[src/rtl/spi_irq_pkg.sv]
package spi_irq_pkg;

    localparam int NSRC   = 4;
    localparam int EN_LSB = 4;

    typedef enum logic [1:0] {
        ADR_CTRL = 2'd0,
        ADR_CLR  = 2'd1,
        ADR_RAW  = 2'd2,
        ADR_MSK  = 2'd3
    } reg_adr_e;

    typedef enum logic {
        SRC_IDLE = 1'b0,
        SRC_PEND = 1'b1
    } src_state_e;

    typedef enum logic {
        LINE_LOW  = 1'b0,
        LINE_HIGH = 1'b1
    } line_state_e;

    // The two lowest enable bits are swapped relative to the status bits.
    function automatic logic [NSRC-1:0] field_to_src(input logic [NSRC-1:0] f);
        return {f[3], f[2], f[0], f[1]};
    endfunction

endpackage

[src/rtl/spi_irq_src_fsm.sv]
module spi_irq_src_fsm
    import spi_irq_pkg::*;
(
    input  logic clk,
    input  logic rst_n,
    input  logic set_i,
    input  logic clr_i,
    output logic pend_o
);

    src_state_e state_q, state_d;

    always_comb begin
        state_d = state_q;
        unique case (state_q)
            SRC_IDLE: if (set_i)           state_d = SRC_PEND;
            SRC_PEND: if (clr_i && !set_i) state_d = SRC_IDLE;
        endcase
    end

    always_ff @(posedge clk or negedge rst_n) begin
        if (!rst_n) state_q <= SRC_IDLE;
        else        state_q <= state_d;
    end

    always_comb begin
        pend_o = (state_q == SRC_PEND);
    end

endmodule

[src/rtl/spi_irq_line.sv]
module spi_irq_line
    import spi_irq_pkg::*;
(
    input  logic clk,
    input  logic rst_n,
    input  logic any_i,
    output logic irq_o
);

    line_state_e state_q, state_d;

    always_comb begin
        state_d = state_q;
        unique case (state_q)
            LINE_LOW:  if (any_i)  state_d = LINE_HIGH;
            LINE_HIGH: if (!any_i) state_d = LINE_LOW;
        endcase
    end

    always_ff @(posedge clk or negedge rst_n) begin
        if (!rst_n) state_q <= LINE_LOW;
        else        state_q <= state_d;
    end

    always_comb begin
        irq_o = (state_q == LINE_HIGH);
    end

endmodule

[src/rtl/spi_irq_regs.sv]
module spi_irq_regs
    import spi_irq_pkg::*;
#(
    parameter int DATA_W = 32,
    parameter int ADDR_W = 2
) (
    input  logic              clk,
    input  logic              rst_n,
    input  logic              reg_wr,
    input  logic [ADDR_W-1:0] reg_addr,
    input  logic [DATA_W-1:0] reg_wdata,
    input  logic [NSRC-1:0]   raw_i,
    input  logic [NSRC-1:0]   masked_i,
    output logic [NSRC-1:0]   en_src_o,
    output logic [NSRC-1:0]   clr_o,
    output logic [DATA_W-1:0] reg_rdata
);

    localparam int PAD_W = DATA_W - NSRC;

    logic [DATA_W-1:0] ctrl_q;
    logic              hit_ctrl, hit_clr, hit_raw, hit_msk;

    always_comb begin
        hit_ctrl = (reg_addr == ADDR_W'(ADR_CTRL));
        hit_clr  = (reg_addr == ADDR_W'(ADR_CLR));
        hit_raw  = (reg_addr == ADDR_W'(ADR_RAW));
        hit_msk  = (reg_addr == ADDR_W'(ADR_MSK));
    end

    always_ff @(posedge clk or negedge rst_n) begin
        if (!rst_n)                 ctrl_q <= '0;
        else if (reg_wr && hit_ctrl) ctrl_q <= reg_wdata;
    end

    always_comb begin
        en_src_o = field_to_src(ctrl_q[EN_LSB +: NSRC]);
        clr_o    = (reg_wr && hit_clr) ? reg_wdata[NSRC-1:0] : '0;
    end

    always_comb begin
        reg_rdata = '0;
        if (hit_ctrl)     reg_rdata = ctrl_q;
        else if (hit_raw) reg_rdata = {{PAD_W{1'b0}}, raw_i};
        else if (hit_msk) reg_rdata = {{PAD_W{1'b0}}, masked_i};
    end

endmodule

[src/rtl/spi_irq_unit.sv]
module spi_irq_unit
    import spi_irq_pkg::*;
#(
    parameter int DATA_W = 32,
    parameter int ADDR_W = 2
) (
    input  logic              clk,
    input  logic              rst_n,
    input  logic [3:0]        evt_i,
    input  logic              reg_wr,
    input  logic [ADDR_W-1:0] reg_addr,
    input  logic [DATA_W-1:0] reg_wdata,
    output logic [DATA_W-1:0] reg_rdata,
    output logic [3:0]        raw_o,
    output logic [3:0]        masked_o,
    output logic              irq_o
);

    logic [NSRC-1:0] en_src;
    logic [NSRC-1:0] clr_vec;
    logic [NSRC-1:0] pend;

    spi_irq_regs #(.DATA_W(DATA_W), .ADDR_W(ADDR_W)) u_regs (
        .clk       (clk),
        .rst_n     (rst_n),
        .reg_wr    (reg_wr),
        .reg_addr  (reg_addr),
        .reg_wdata (reg_wdata),
        .raw_i     (pend),
        .masked_i  (masked_o),
        .en_src_o  (en_src),
        .clr_o     (clr_vec),
        .reg_rdata (reg_rdata)
    );

    for (genvar k = 0; k < NSRC; k++) begin : g_src
        spi_irq_src_fsm u_src (
            .clk    (clk),
            .rst_n  (rst_n),
            .set_i  (evt_i[k]),
            .clr_i  (clr_vec[k]),
            .pend_o (pend[k])
        );
    end

    always_comb begin
        raw_o    = pend;
        masked_o = pend & en_src;
    end

    spi_irq_line u_line (
        .clk   (clk),
        .rst_n (rst_n),
        .any_i (|masked_o),
        .irq_o (irq_o)
    );

endmodule

[config.mk]
export PLATFORM = sky130hd
export DESIGN_NAME = spi_irq_unit
export DESIGN_NICKNAME = d
export VERILOG_FILES = /design/src/rtl/spi_irq_pkg.sv /design/src/rtl/spi_irq_src_fsm.sv /design/src/rtl/spi_irq_line.sv /design/src/rtl/spi_irq_regs.sv /design/src/rtl/spi_irq_unit.sv
export SDC_FILE = /design/constraint.sdc
export NUM_CORES = 1
export LEC_CHECK = 0
export ABC_CLOCK_PERIOD_IN_PS = 1210
export CELL_PAD_IN_SITES_DETAIL_PLACEMENT = 0
export CELL_PAD_IN_SITES_GLOBAL_PLACEMENT = 1
export CORE_MARGIN = 8
export CORE_UTILIZATION = 28
export CTS_CLUSTER_DIAMETER = 80
export DETAILED_ROUTE_END_ITERATION = 7
export HOLD_SLACK_MARGIN = 0.05
export PLACE_DENSITY = 0.81
export REMOVE_ABC_BUFFERS = 1
export SETUP_SLACK_MARGIN = 0.2
export SYNTH_ARGS = -nofsm -noshare
export SYNTH_HDL_FRONTEND = slang
export SYNTH_SLANG_ARGS = --single-unit
[constraint.sdc]
create_clock -name clk -period 1.21 [get_ports clk]
set_input_delay 0.242 -clock clk [delete_from_list [all_inputs] [get_ports clk]]
set_output_delay 0.242 -clock clk [all_outputs]
set_load 0.03 [all_outputs]
==> Yosys cells after proc, flatten, opt, wreduce, memory -nomap -nowiden <==
Cells that the tools add are included.
{ "word_totals": {"reg_bits": 37, "latchBits": 0, "ram_bits": 0, "mem_bits_ro": 0, "in_bits": 41, "memories": 0} }
{ "op_classes": {"addsub": 0, "multipliers": 0, "div_mod_pow": 0, "order_cmp": 0, "eq_ne": 3, "shift": 0, "muxes": 17, "bitwise_logic": 5, "n_reduce_logical": 12} }
{ "ops": {"columns": ["op", "n"], "rows": [
  ["32-bit 2-to-1 mux", 2],
  ["1-bit 2-to-1 mux", 9],
  ["4-bit 2-to-1 mux", 2],
  ["1-bit case mux with 2 select lines", 4],
  ["1-bit logical AND", 6],
  ["4-bit bitwise AND", 1],
  ["2-bit equality test, second input constant", 2],
  ["1-bit logical NOT", 4],
  ["1-bit NOT", 4],
  ["4-bit OR reduction", 1],
  ["2-bit by 1-bit equality test with 1-bit output, second input constant", 1],
  ["2-bit logical NOT", 1]
]} }

==> Longest topological paths before layout <==
Gate-level depths: netlist of the first run.
{ "logic_depth": {"word_depth": 6, "mapped_depth": 4} }

==> Cells and area by module <==
A second synthesis of the first run with hierarchy kept.
{ "hier_totals": {"hier_cells": 140, "hier_area_um2": 1766.7} }
{ "modules_own_cells": {"columns": ["module", "n_inst", "cells_each", "area_each_um2"], "rows": [
  ["spi_irq_regs", 1, 122, 1561.5],
  ["spi_irq_src_fsm", 4, 3, 36.3],
  ["spi_irq_unit", 1, 5, 35.0],
  ["spi_irq_line", 1, 1, 25.0]
]} }

==> Worst setup path before layout of the first run <==
OpenSTA, ideal clock, no wires.
{ "synth_path": {"kind": "input port to output port", "from": "input port reg_addr[1]", "to": "output port reg_rdata[10]", "arrival_ps": 1140, "t_required_ps": 968, "path_slack_ps": -172, "stages": 4, "cell_sequence": "buf_2 nor2_2 clkbuf_1 and2_1"} }
{ "synth_between": {"elab_chain_len": 2} }
{ "synth_rtl": {"columns": ["element", "line_no", "text"], "rows": [
  ["from (decl)", "spi_irq_unit.sv:11", "input logic [ADDR_W-1:0] reg_addr,"],
  ["2-bit logical NOT", "spi_irq_regs.sv:25", "hit_ctrl = (reg_addr == ADDR_W'(ADR_CTRL));"],
  ["32-bit 2-to-1 mux", "spi_irq_regs.sv:43", "if (hit_ctrl) reg_rdata = ctrl_q;"],
  ["to (decl)", "spi_irq_unit.sv:13", "output logic [DATA_W-1:0] reg_rdata,"]
]} }
Every way passes these cells.

==> Worst setup path after layout of the first run <==
{ "layout_path": {"from": "register g_src[1].u_src.state_q", "to": "output port reg_rdata[1]"} }
{ "layout_between": {"elab_chain_len": 4} }
{ "layout_rtl": {"columns": ["element", "line_no", "text"], "rows": [
  ["from (decl)", "spi_irq_src_fsm.sv:11", "src_state_e state_q, state_d;"],
  ["from (signal assigned)", "spi_irq_src_fsm.sv:23", "else state_q <= state_d;"],
  ["4-bit bitwise AND", "spi_irq_unit.sv:48", "masked_o = pend & en_src;"],
  ["4-bit 2-to-1 mux", "spi_irq_regs.sv:45", "else if (hit_msk) reg_rdata = {{PAD_W{1'b0}}, masked_i};"],
  ["32-bit 2-to-1 mux (*)", "spi_irq_regs.sv:44", "else if (hit_raw) reg_rdata = {{PAD_W{1'b0}}, raw_i};"],
  ["32-bit 2-to-1 mux (*)", "spi_irq_regs.sv:43", null]
]} }
Mark *: on every way between the ends. The rest lies on a longest branch, timed or not.

==> metrics.txt, run 1 <==
final worst hold slack=0.4555 ns; Placer Congestion=0.7103; Setup Crit Path Kind=reg2out; total grt overflow=0; Worst Path Required=0.97 ns; sequential fraction of design power=41.5%; violated checks=setup timing; HP Class=in2async; Routed WL per cell=16.25 um; clk_skew=0.001692 ns; CP Data Arrival Time=1.19 ns; CP max stage cell=dfrtp_1; max_cap viols=0; max-slew violations=0; endpoint class of the critical path=primary output; RSZ-0062 raised after global routing=true; Power Internal=2.647 mW; Core ar.=5956 sq um; worst-case clock buffer depth=2; top-level port count=82; Initial Utilization=29.20%; die width=94.81 um; Avg Inst Size Synth=12.79 sq um; commonest non-fill, non-tap cell in the layout=buf_6; Final Cycle Share=118.5%; Rows=28; number of H-tree levels=2; layout filler cell count=519; crit start category=register; P per Cell Area=1176 nW/um^2; total CTS buffers=5; Final Hold Viols=0; Vias/cell=4.545; final setup margin=-0.2243 ns; crit-path cells=buf_6, mux2i_1, o2bb2ai_1, buf_4; Sw Share=29.22%; clock-pin slew on the worst setup and hold paths=0.07 ns; post-synthesis cell area=1739 sq um; vias in the first global route=1569; DP HPWL=3302 um; Routed WL=5217 um; Final ANT Viol Nets=0; synth warn=0; antenna cells=0; DIE AREA=8989 sq um; met3 wire len=414 um; Switch Pwr=1.093 mW; CP startpoint=g_src[1].u_src.pend_o; Yosys reg bits=37; number of port buffers=81; commonest cells after routing, fill and taps aside=51 x buf_6, 37 x dfrtp_1, 36 x clkdlybuf4s50_1; synth unique cells=17; WL met1=2028 um; largest net degree at the start of global routing=38; TritonCTS clock tree=yes; Die H=94.81 um; CTS sink count=37; Worst-Margin Slew=0.2022 ns; CTS root buffer=clkbuf_8; Final setup viols=41; Slew Limit Headroom=86.14%; sequential share of the synthesized area=53.24%; DRT Pass-1 Iters=4; dpl ws=-0.5915 ns; Logic pwr share=35.4%; GRT Util Overall=11.90%; CP Max Fanout=2; Util after Layout=53.38%; top sig layer=met4; Pleak=1.433 nW; status=finished, violations left; crit path time final=1.434 ns; Power Total=3.740 mW; Synth Instances=136; Max VDD drop=0.0006038 V; met2 wire len=2753 um; Skew-Pair Late Insertion Delay=0.28 ns; drt drc=0; crit-path max cell delay=0.39 ns; share of cells above drive strength 1=46.34%; area grow syn2layout=82.81%; via count=1459; Iter 0 DRT Violations=43; initial antenna violation count=0; R2R Path Start=g_src[0].u_src.pend_o; Clk pwr share=23.1%; Nets=287; FMAX=0.6972 GHz; setup TNS=-4.248 ns; first-pass GRT wire length=8142 um
==> repair_timing <==
action / in CTS / in global routing
endpoints found under the hold margin: 37 / 0
hold buffers: 1 / 0
cloned: 3 / 0
setup endpoints to repair: 78 / 74
setup buffers: 9 / 7
resized for setup: 67 / 21
pin swaps: 6 / 6
==> cells in the mapped netlist <==
master / n / area (sq um)
dfrtp_1: 37 / 925.9
buf_6: 3 / 33.78
or4_1: 1 / 7.510
nor3b_4: 1 / 18.77
buf_2: 2 / 10.01
mux2i_1: 4 / 40.04
mux2_1: 20 / 225.2
and2_1: 32 / 200.2
nor2_1: 4 / 15.01
a31oi_1: 4 / 25.02
mux2_2: 12 / 135.1
nor2_2: 1 / 6.260
and3b_1: 1 / 8.760
clkbuf_1: 2 / 7.510
inv_1: 4 / 15.01
o2bb2ai_1: 4 / 35.03
buf_4: 4 / 30.03
==> area by class of cell <==
cell class,count,area (sq um),share of cell area (%)
clock buffers,7,86.33,2.715
well taps,75,93.84,2.952
multi-input cells,84,773.2,24.32
inverters,4,15.01,0.4723
flip-flops and latches,37,925.9,29.12
repair buffers,114,1285,40.42
==> sequential cells by signal (all words and copies together) (netlist names) <==
register            flops
u_line.irq_o            1
g_src.u_src.pend_o      4
u_regs.ctrl_q          32
==> layer usage <==
layer	global-route usage [%]	up-vias
li1	-	678
met1	12.86	733
met2	20.86	46
met3	4.841	2
met4	3.511	0
met5	0	-
==> critical path, delay by kind of cell (launching register included) <==
family,cells,cell delay [ns]
flops,1,0.39
compound gates,1,0.08
mux,1,0.14
buf+inv,2,0.29
==> kinds of logic after synthesis <==
logic type	Yosys count	synth area share, %
AND/OR/NAND/NOR	40	14.75
flip-flops	37	53.24
multiplexers	36	23.02
buffers and inverters	15	5.539
AO/OA/AOI/OAI	8	3.453
==> per-stage QoR <==
step,instances,cell area [sq um]
6_report,321,3179
5_1_grt,321,3179
4_1_cts,314,3033
3_5_place_dp,294,2603
3_3_place_gp,294,2603
2_1_floorplan,125,1658
==> power groups by stage <==
stage | sequential (mW) | combinational, mW | clock [mW]
after floorplan | 1.55 | 0.539 | 0
after global placement | 1.56 | 1.02 | 0
after detailed placement | 1.57 | 1.03 | 0
after CTS | 1.54 | 1.22 | 0.897
after global routing | 1.58 | 1.40 | 0.953
final | 1.55 | 1.32 | 0.864
==> path summary, 6_finish.rpt <==
path | to | slack, ns | depth (start not counted)
worst max-delay path | reg_rdata[1] | -0.22 | 4
worst min-delay path | g_src[1].u_src.pend_o | 0.46 | 3
worst max register to register | u_line.irq_o | -0.04 | 3
worst min register to register | u_regs.ctrl_q[8] | 0.48 | 1
max in group asynchronous | u_regs.ctrl_q[22] | 0.56 | 3
min in group clk | g_src[2].u_src.pend_o | 0.46 | 3
Power figures use the tool's default switching activity.
==> run 2, diff against run 1 <==
- SKIP_LAST_GASP: default -> 1
==> metrics.txt, run 2 (synthesis gave the netlist of run 1 again) <==
CP Data Arrival Time=1.19 ns (about the same); Initial Utilization=29.20% (unchanged); max-slew violations=0 (unchanged); Setup Crit Path Kind=reg2out; R2R Path Start=g_src[0].u_src.pend_o; Iter 0 DRT Violations=42 (-2.3%); largest net degree at the start of global routing=38 (unchanged); commonest cells after routing, fill and taps aside=39 x buf_6, 37 x dfrtp_1, 36 x clkdlybuf4s50_1; Worst Path Required=0.97 ns (about the same); Placer Congestion=0.7103 (unchanged); CP Max Fanout=2 (unchanged); TritonCTS clock tree=yes; Reg2Reg Setup Slack=-0.05 ns (about the same); Final Cell Area=3134 sq um (-1.4%); endpoint class of the critical path=primary output; via count=1434 (-1.7%); clk_skew=0.001286 ns (-0.0004059 ns); fin cells=323 (+0.62%); area grow syn2layout=80.22%; max FFs per register=32 (unchanged); clock-pin slew on the worst setup and hold paths=0.07 ns (about the same); Power Total=3.707 mW (-0.88%); Worst-Margin Slew=0.1953 ns (-0.006845 ns); RSZ-0062 raised after global routing=true; antenna cells=0 (unchanged); Skew-Pair Late Insertion Delay=0.28 ns (about the same); Routed WL=5203 um (-0.27%); Final Cycle Share=118.1% (-0.45 points); top-level port count=82 (unchanged); final setup margin=-0.2189 ns (+0.005387 ns); Nets=289 (+0.70%); DP HPWL=3302 um (unchanged); crit-path max cell delay=0.39 ns (about the same); Slew Limit Headroom=86.61% (+0.47 points); GRT Util Overall=11.60% (-0.30 points); worst-case clock buffer depth=2 (unchanged); Final ANT Viol Nets=0 (unchanged); Routed WL per cell=16.11 um (-0.89%); drt drc=0 (unchanged); reg-to-reg endpoint=u_line.irq_o; Reg2Reg Depth=3 (unchanged); status=finished, violations left; crit-path cells=buf_6, mux2i_1, o2bb2ai_1, buf_4; placed instance count=294 (unchanged); Vias/cell=4.440 (-2.3%); FMAX=0.6998 GHz (+0.38%); number of H-tree levels=2 (unchanged); P per Cell Area=1183 nW/um^2 (+0.54%); CP max stage cell=dfrtp_1; HP Class=in2async; Max VDD drop=0.0005942 V (-1.6%); layout filler cell count=536 (+3.3%); Die H=94.81 um (unchanged); Placed Area=2603 sq um (unchanged); commonest non-fill, non-tap cell in the layout=buf_6; crit start category=register; Final Hold Viols=0 (unchanged); CTS root buffer=clkbuf_8; max_cap viols=0 (unchanged); Final setup viols=41 (unchanged); crit path time final=1.429 ns (-0.005387 ns); dpl ws=-0.5915 ns (unchanged); first-pass GRT wire length=7976 um (-2.0%); violated checks=setup timing; Core ar.=5956 sq um (unchanged); number of port buffers=81 (unchanged); total grt overflow=0 (unchanged); CTS sink count=37 (unchanged); share of cells above drive strength 1=46.37% (about the same); initial antenna violation count=0 (unchanged); Pleak=1.428 nW (-0.37%); Rows=28 (unchanged); DIE AREA=8989 sq um (unchanged); die width=94.81 um (unchanged); vias in the first global route=1541 (-1.8%); setup TNS=-4.157 ns (+0.09120 ns); DRT Pass-1 Iters=2 (-2); total CTS buffers=5 (unchanged); Biggest register=u_regs.ctrl_q
run 2: final cells by class:
class	instances	area, sq um	area share, %
Inverter	4	15.01	0.4790
Tap cell	75	93.84	2.994
Timing Repair Buffer	116	1242	39.64
Multi-Input combinational cell	84	770.7	24.59
Sequential cell	37	925.9	29.54
Clock buffer	7	86.33	2.754
run 2: metrics by stage:
step	hold WS, ns	utilization [%]
floorplan	-0.05359	-
global placement	0.2225	43.70
detailed placement	0.2274	43.70
CTS	0.4511	49.18
global route	0.4716	52.63
finish	0.4438	52.63
run 2: worst max-delay path, delay by kind of cell (launching register included):
family | cells | cell delay, ns
flops | 1 | 0.39
buf+inv | 2 | 0.29
mux | 1 | 0.14
compound gates | 1 | 0.08
run 2: worst max-delay path by stage:
stage                        endpoint                  start  slack [ns]  cells after the start
floorplan           u_regs.ctrl_q[15]            reg_addr[0]       -0.48                      2
global placement    u_regs.ctrl_q[19]            reg_addr[1]       -0.56                      4
detailed placement  u_regs.ctrl_q[23]            reg_addr[1]       -0.59                      4
CTS                      reg_rdata[3]  g_src[3].u_src.pend_o       -0.20                      4
global route             reg_rdata[3]  g_src[3].u_src.pend_o       -0.26                      4
finish                   reg_rdata[1]  g_src[1].u_src.pend_o       -0.22                      4
run 2: timing repair:
| item | in CTS | in global routing |
|---|---|---|
| setup buffers | 9 | 9 |
| hold endpoints to repair | 37 | 0 |
| hold buffers | 1 | 0 |
| pin swaps | 6 | 5 |
| cloned | 3 | 0 |
| endpoints found under the setup margin | 78 | 74 |
| resized for setup | 39 | 36 |
run 2: report_power, final:
part | internal [mW] | total [mW] | switching (mW)
Sequential | 1.45 | 1.55 | 0.104
Clock | 0.452 | 0.858 | 0.406
Combinational | 0.727 | 1.30 | 0.570
Total | 2.63 | 3.71 | 1.08
run 2: routing by layer:
metal / vias to the layer above / wire [um] / track usage, %
li1: 679 / - / -
met2: 47 / 2683 / 19.70
met3: 4 / 440 / 5.476
met1: 704 / 2016 / 12.58
met5: - / 0 / 0
met4: 0 / 63 / 3.511
==> run 3, diff against run 2 <==
- ABC_AREA: default -> 1
- CAP_MARGIN: default -> 10
- CORE_UTILIZATION: 28 -> 26
==> metrics.txt, run 3 <==
synth top area cells=dfrtp_1 49%, nand2_1 18%, nand3_1 9.6%, inv_1 7.4%, nor2_1 5.6%; vias in the first global route=2087 (+35%); DRT Pass-1 Iters=4 (+2); commonest non-fill, non-tap cell in the layout=buf_6; CTS sink count=37 (unchanged); worst-case clock buffer depth=2 (unchanged); Util after Layout=53.02% (+0.40 points); Nets=404 (+40%); Final ANT Viol Nets=0 (unchanged); via count=2002 (+40%); Max VDD drop=0.0005710 V (-3.9%); Synth top area share=49.43% (-3.8 points); synth unique cells=13 (-4); count leader, synth=nand2_1; Routed WL per cell=14.60 um (-9.4%); synth warn=0 (unchanged); Iter 0 DRT Violations=48 (+14%); first-pass GRT wire length=10680 um (+34%); hold path cells=5; DP HPWL=3887 um (+18%); Final Cycle Share=110.0% (-8.1 points); crit path time final=1.331 ns (-0.09787 ns); dpl ws=-0.4571 ns (+0.1344 ns); clock-pin slew on the worst setup and hold paths=0.07 ns (about the same); CP startpoint=u_regs.ctrl_q[6]; CTS root buffer=clkbuf_8; area grow syn2layout=100.9%; Worst Path Required=0.97 ns (about the same); post-synth top area cell=dfrtp_1; ys async rst share=100.0% (unchanged); share of cells above drive strength 1=51.52% (+5.1 points); total grt overflow=0 (unchanged); startpoint of the worst hold path=reg_addr[0]; initial antenna violation count=0 (unchanged); Die H=100.9 um (+6.4%); Routed WL=6743 um (+30%); antenna cells=0 (unchanged); Synth Instances=252 (+85%); Post-synth top cells=89 x nand2_1, 37 x dfrtp_1, 37 x inv_1; largest net degree at the start of global routing=38 (unchanged); number of H-tree levels=2 (unchanged); R2R Path Start=u_regs.ctrl_q[6]; status=finished, violations left; max FFs per register=32 (unchanged); layout filler cell count=668 (+25%); final worst hold slack=0.4128 ns (-0.03105 ns); Placer Congestion=0.7507 (+5.7%); RSZ-0062 raised after global routing=true; Final setup viols=32 (-22%); Worst-Margin Slew=0.3677 ns (+0.1724 ns); max-slew violations=0 (unchanged); commonest cells after routing, fill and taps aside=46 x buf_6, 45 x nand2_1, 37 x dfrtp_1; Avg Inst Size Synth=7.433 sq um (-42%); HP Class=in2reg; Vias/cell=4.333 (-2.4%); TritonCTS clock tree=yes; clk_skew=0.001134 ns (-0.0001520 ns); Final Cell Area=3764 sq um (+20%); Multi-input gate area=1066 sq um (+38%); Setup Crit Path Kind=reg2out; CP Max Fanout=3 (+1); sequential share of the synthesized area=49.43% (-3.8 points); P per Cell Area=1063 nW/um^2 (-10%); Core ar.=7098 sq um (+19%); Post-synth EDFFs=0 (unchanged); Reg2Reg Depth=3 (unchanged); Yosys reg bits=37 (unchanged); Placed Area=2698 sq um (+3.7%); Reg area=925.9 sq um (unchanged); total CTS buffers=5 (unchanged); Biggest register=u_regs.ctrl_q; endpoint class of the critical path=primary output; GRT Util Overall=13.51% (+1.9 points); crit start category=register; number of port buffers=81 (unchanged); Final Hold Viols=0 (unchanged); Pleak=1.790 nW (+25%); Top FF cell, synth=dfrtp_1; Rows=31 (+11%); post-synthesis cell area=1873 sq um (+7.7%); FMAX=0.7513 GHz (+7.4%); Reg2Reg Setup Slack=0.35 ns (+0.40 ns); max_cap viols=0 (unchanged); top-level port count=82 (unchanged); CP Data Arrival Time=1.09 ns (-0.10 ns); Initial Utilization=26.39% (-2.8 points); violated checks=setup timing; Power Total=4.002 mW (+8.0%); final setup margin=-0.1210 ns (+0.09787 ns); Skew-Pair Late Insertion Delay=0.28 ns (about the same); Slew Limit Headroom=75.48% (-11 points); DIE AREA=10180 sq um (+13%); die width=100.9 um (+6.4%); drt drc=0 (unchanged)
[run 3: area by class of cell]
| type | instances | share of cell area [%] |
|---|---|---|
| repair buffers | 119 | 35.74 |
| multi-input cells | 159 | 28.32 |
| flip-flops and latches | 37 | 24.60 |
| inverters | 38 | 3.989 |
| well taps | 99 | 3.291 |
| clock buffers | 7 | 2.294 |
| repair inverters | 3 | 1.762 |
[run 3: what timing repair did]
| item | 4_1_cts | 5_1_grt |
|---|---|---|
| gates cloned | 6 | 0 |
| pin swaps | 18 | 15 |
| hold buffers | 1 | 0 |
| resized for setup | 165 | 50 |
| endpoints found under the hold margin | 37 | 0 |
| setup endpoints to repair | 77 | 73 |
| setup buffers | 15 | 9 |
[run 3: per-stage QoR]
step	instances	setup TNS [ns]
3_5_place_dp	424	-23.13
4_1_cts	453	-1.084
2_1_floorplan	234	-24.89
5_1_grt	462	-3.471
3_3_place_gp	424	-22.68
6_report	462	-1.740
[run 3: where the power goes]
group | internal [mW] | switching [mW]
clock network | 0.452 | 0.415
registers | 1.42 | 0.176
logic | 0.737 | 0.803
total | 2.61 | 1.39
[run 3: routing by layer]
| metal | global-route usage, % | wire length, um | up-vias |
|---|---|---|---|
| li1 | - | - | 980 |
| met1 | 16.05 | 2887 | 954 |
| met2 | 22.41 | 3253 | 64 |
| met3 | 5.249 | 577 | 4 |
| met4 | 2.791 | 25 | 0 |
| met5 | 0 | 0 | - |
[run 3: final timing paths]
kind	end
worst max-delay path	reg_rdata[2]
worst min register to register	u_regs.ctrl_q[13]
min in group asynchronous	u_regs.ctrl_q[24]
worst max register to register	u_line.irq_o
max in group asynchronous	u_regs.ctrl_q[8]
worst min-delay path	g_src[3].u_src.pend_o
[run 3: worst max-delay path, stage by stage, from the launching register on]
cell and delay [ns]:
dfrtp_1 0.42, inv_2 0.08, nand2_1 0.05, nand3_1 0.06, nand2_1 0.06, buf_6 0.14
[run 3: cells by family after synthesis]
family	count (synthesis)	synth area share (%)
simple gates	159	35.34
buf+inv	56	15.23
flops	37	49.43
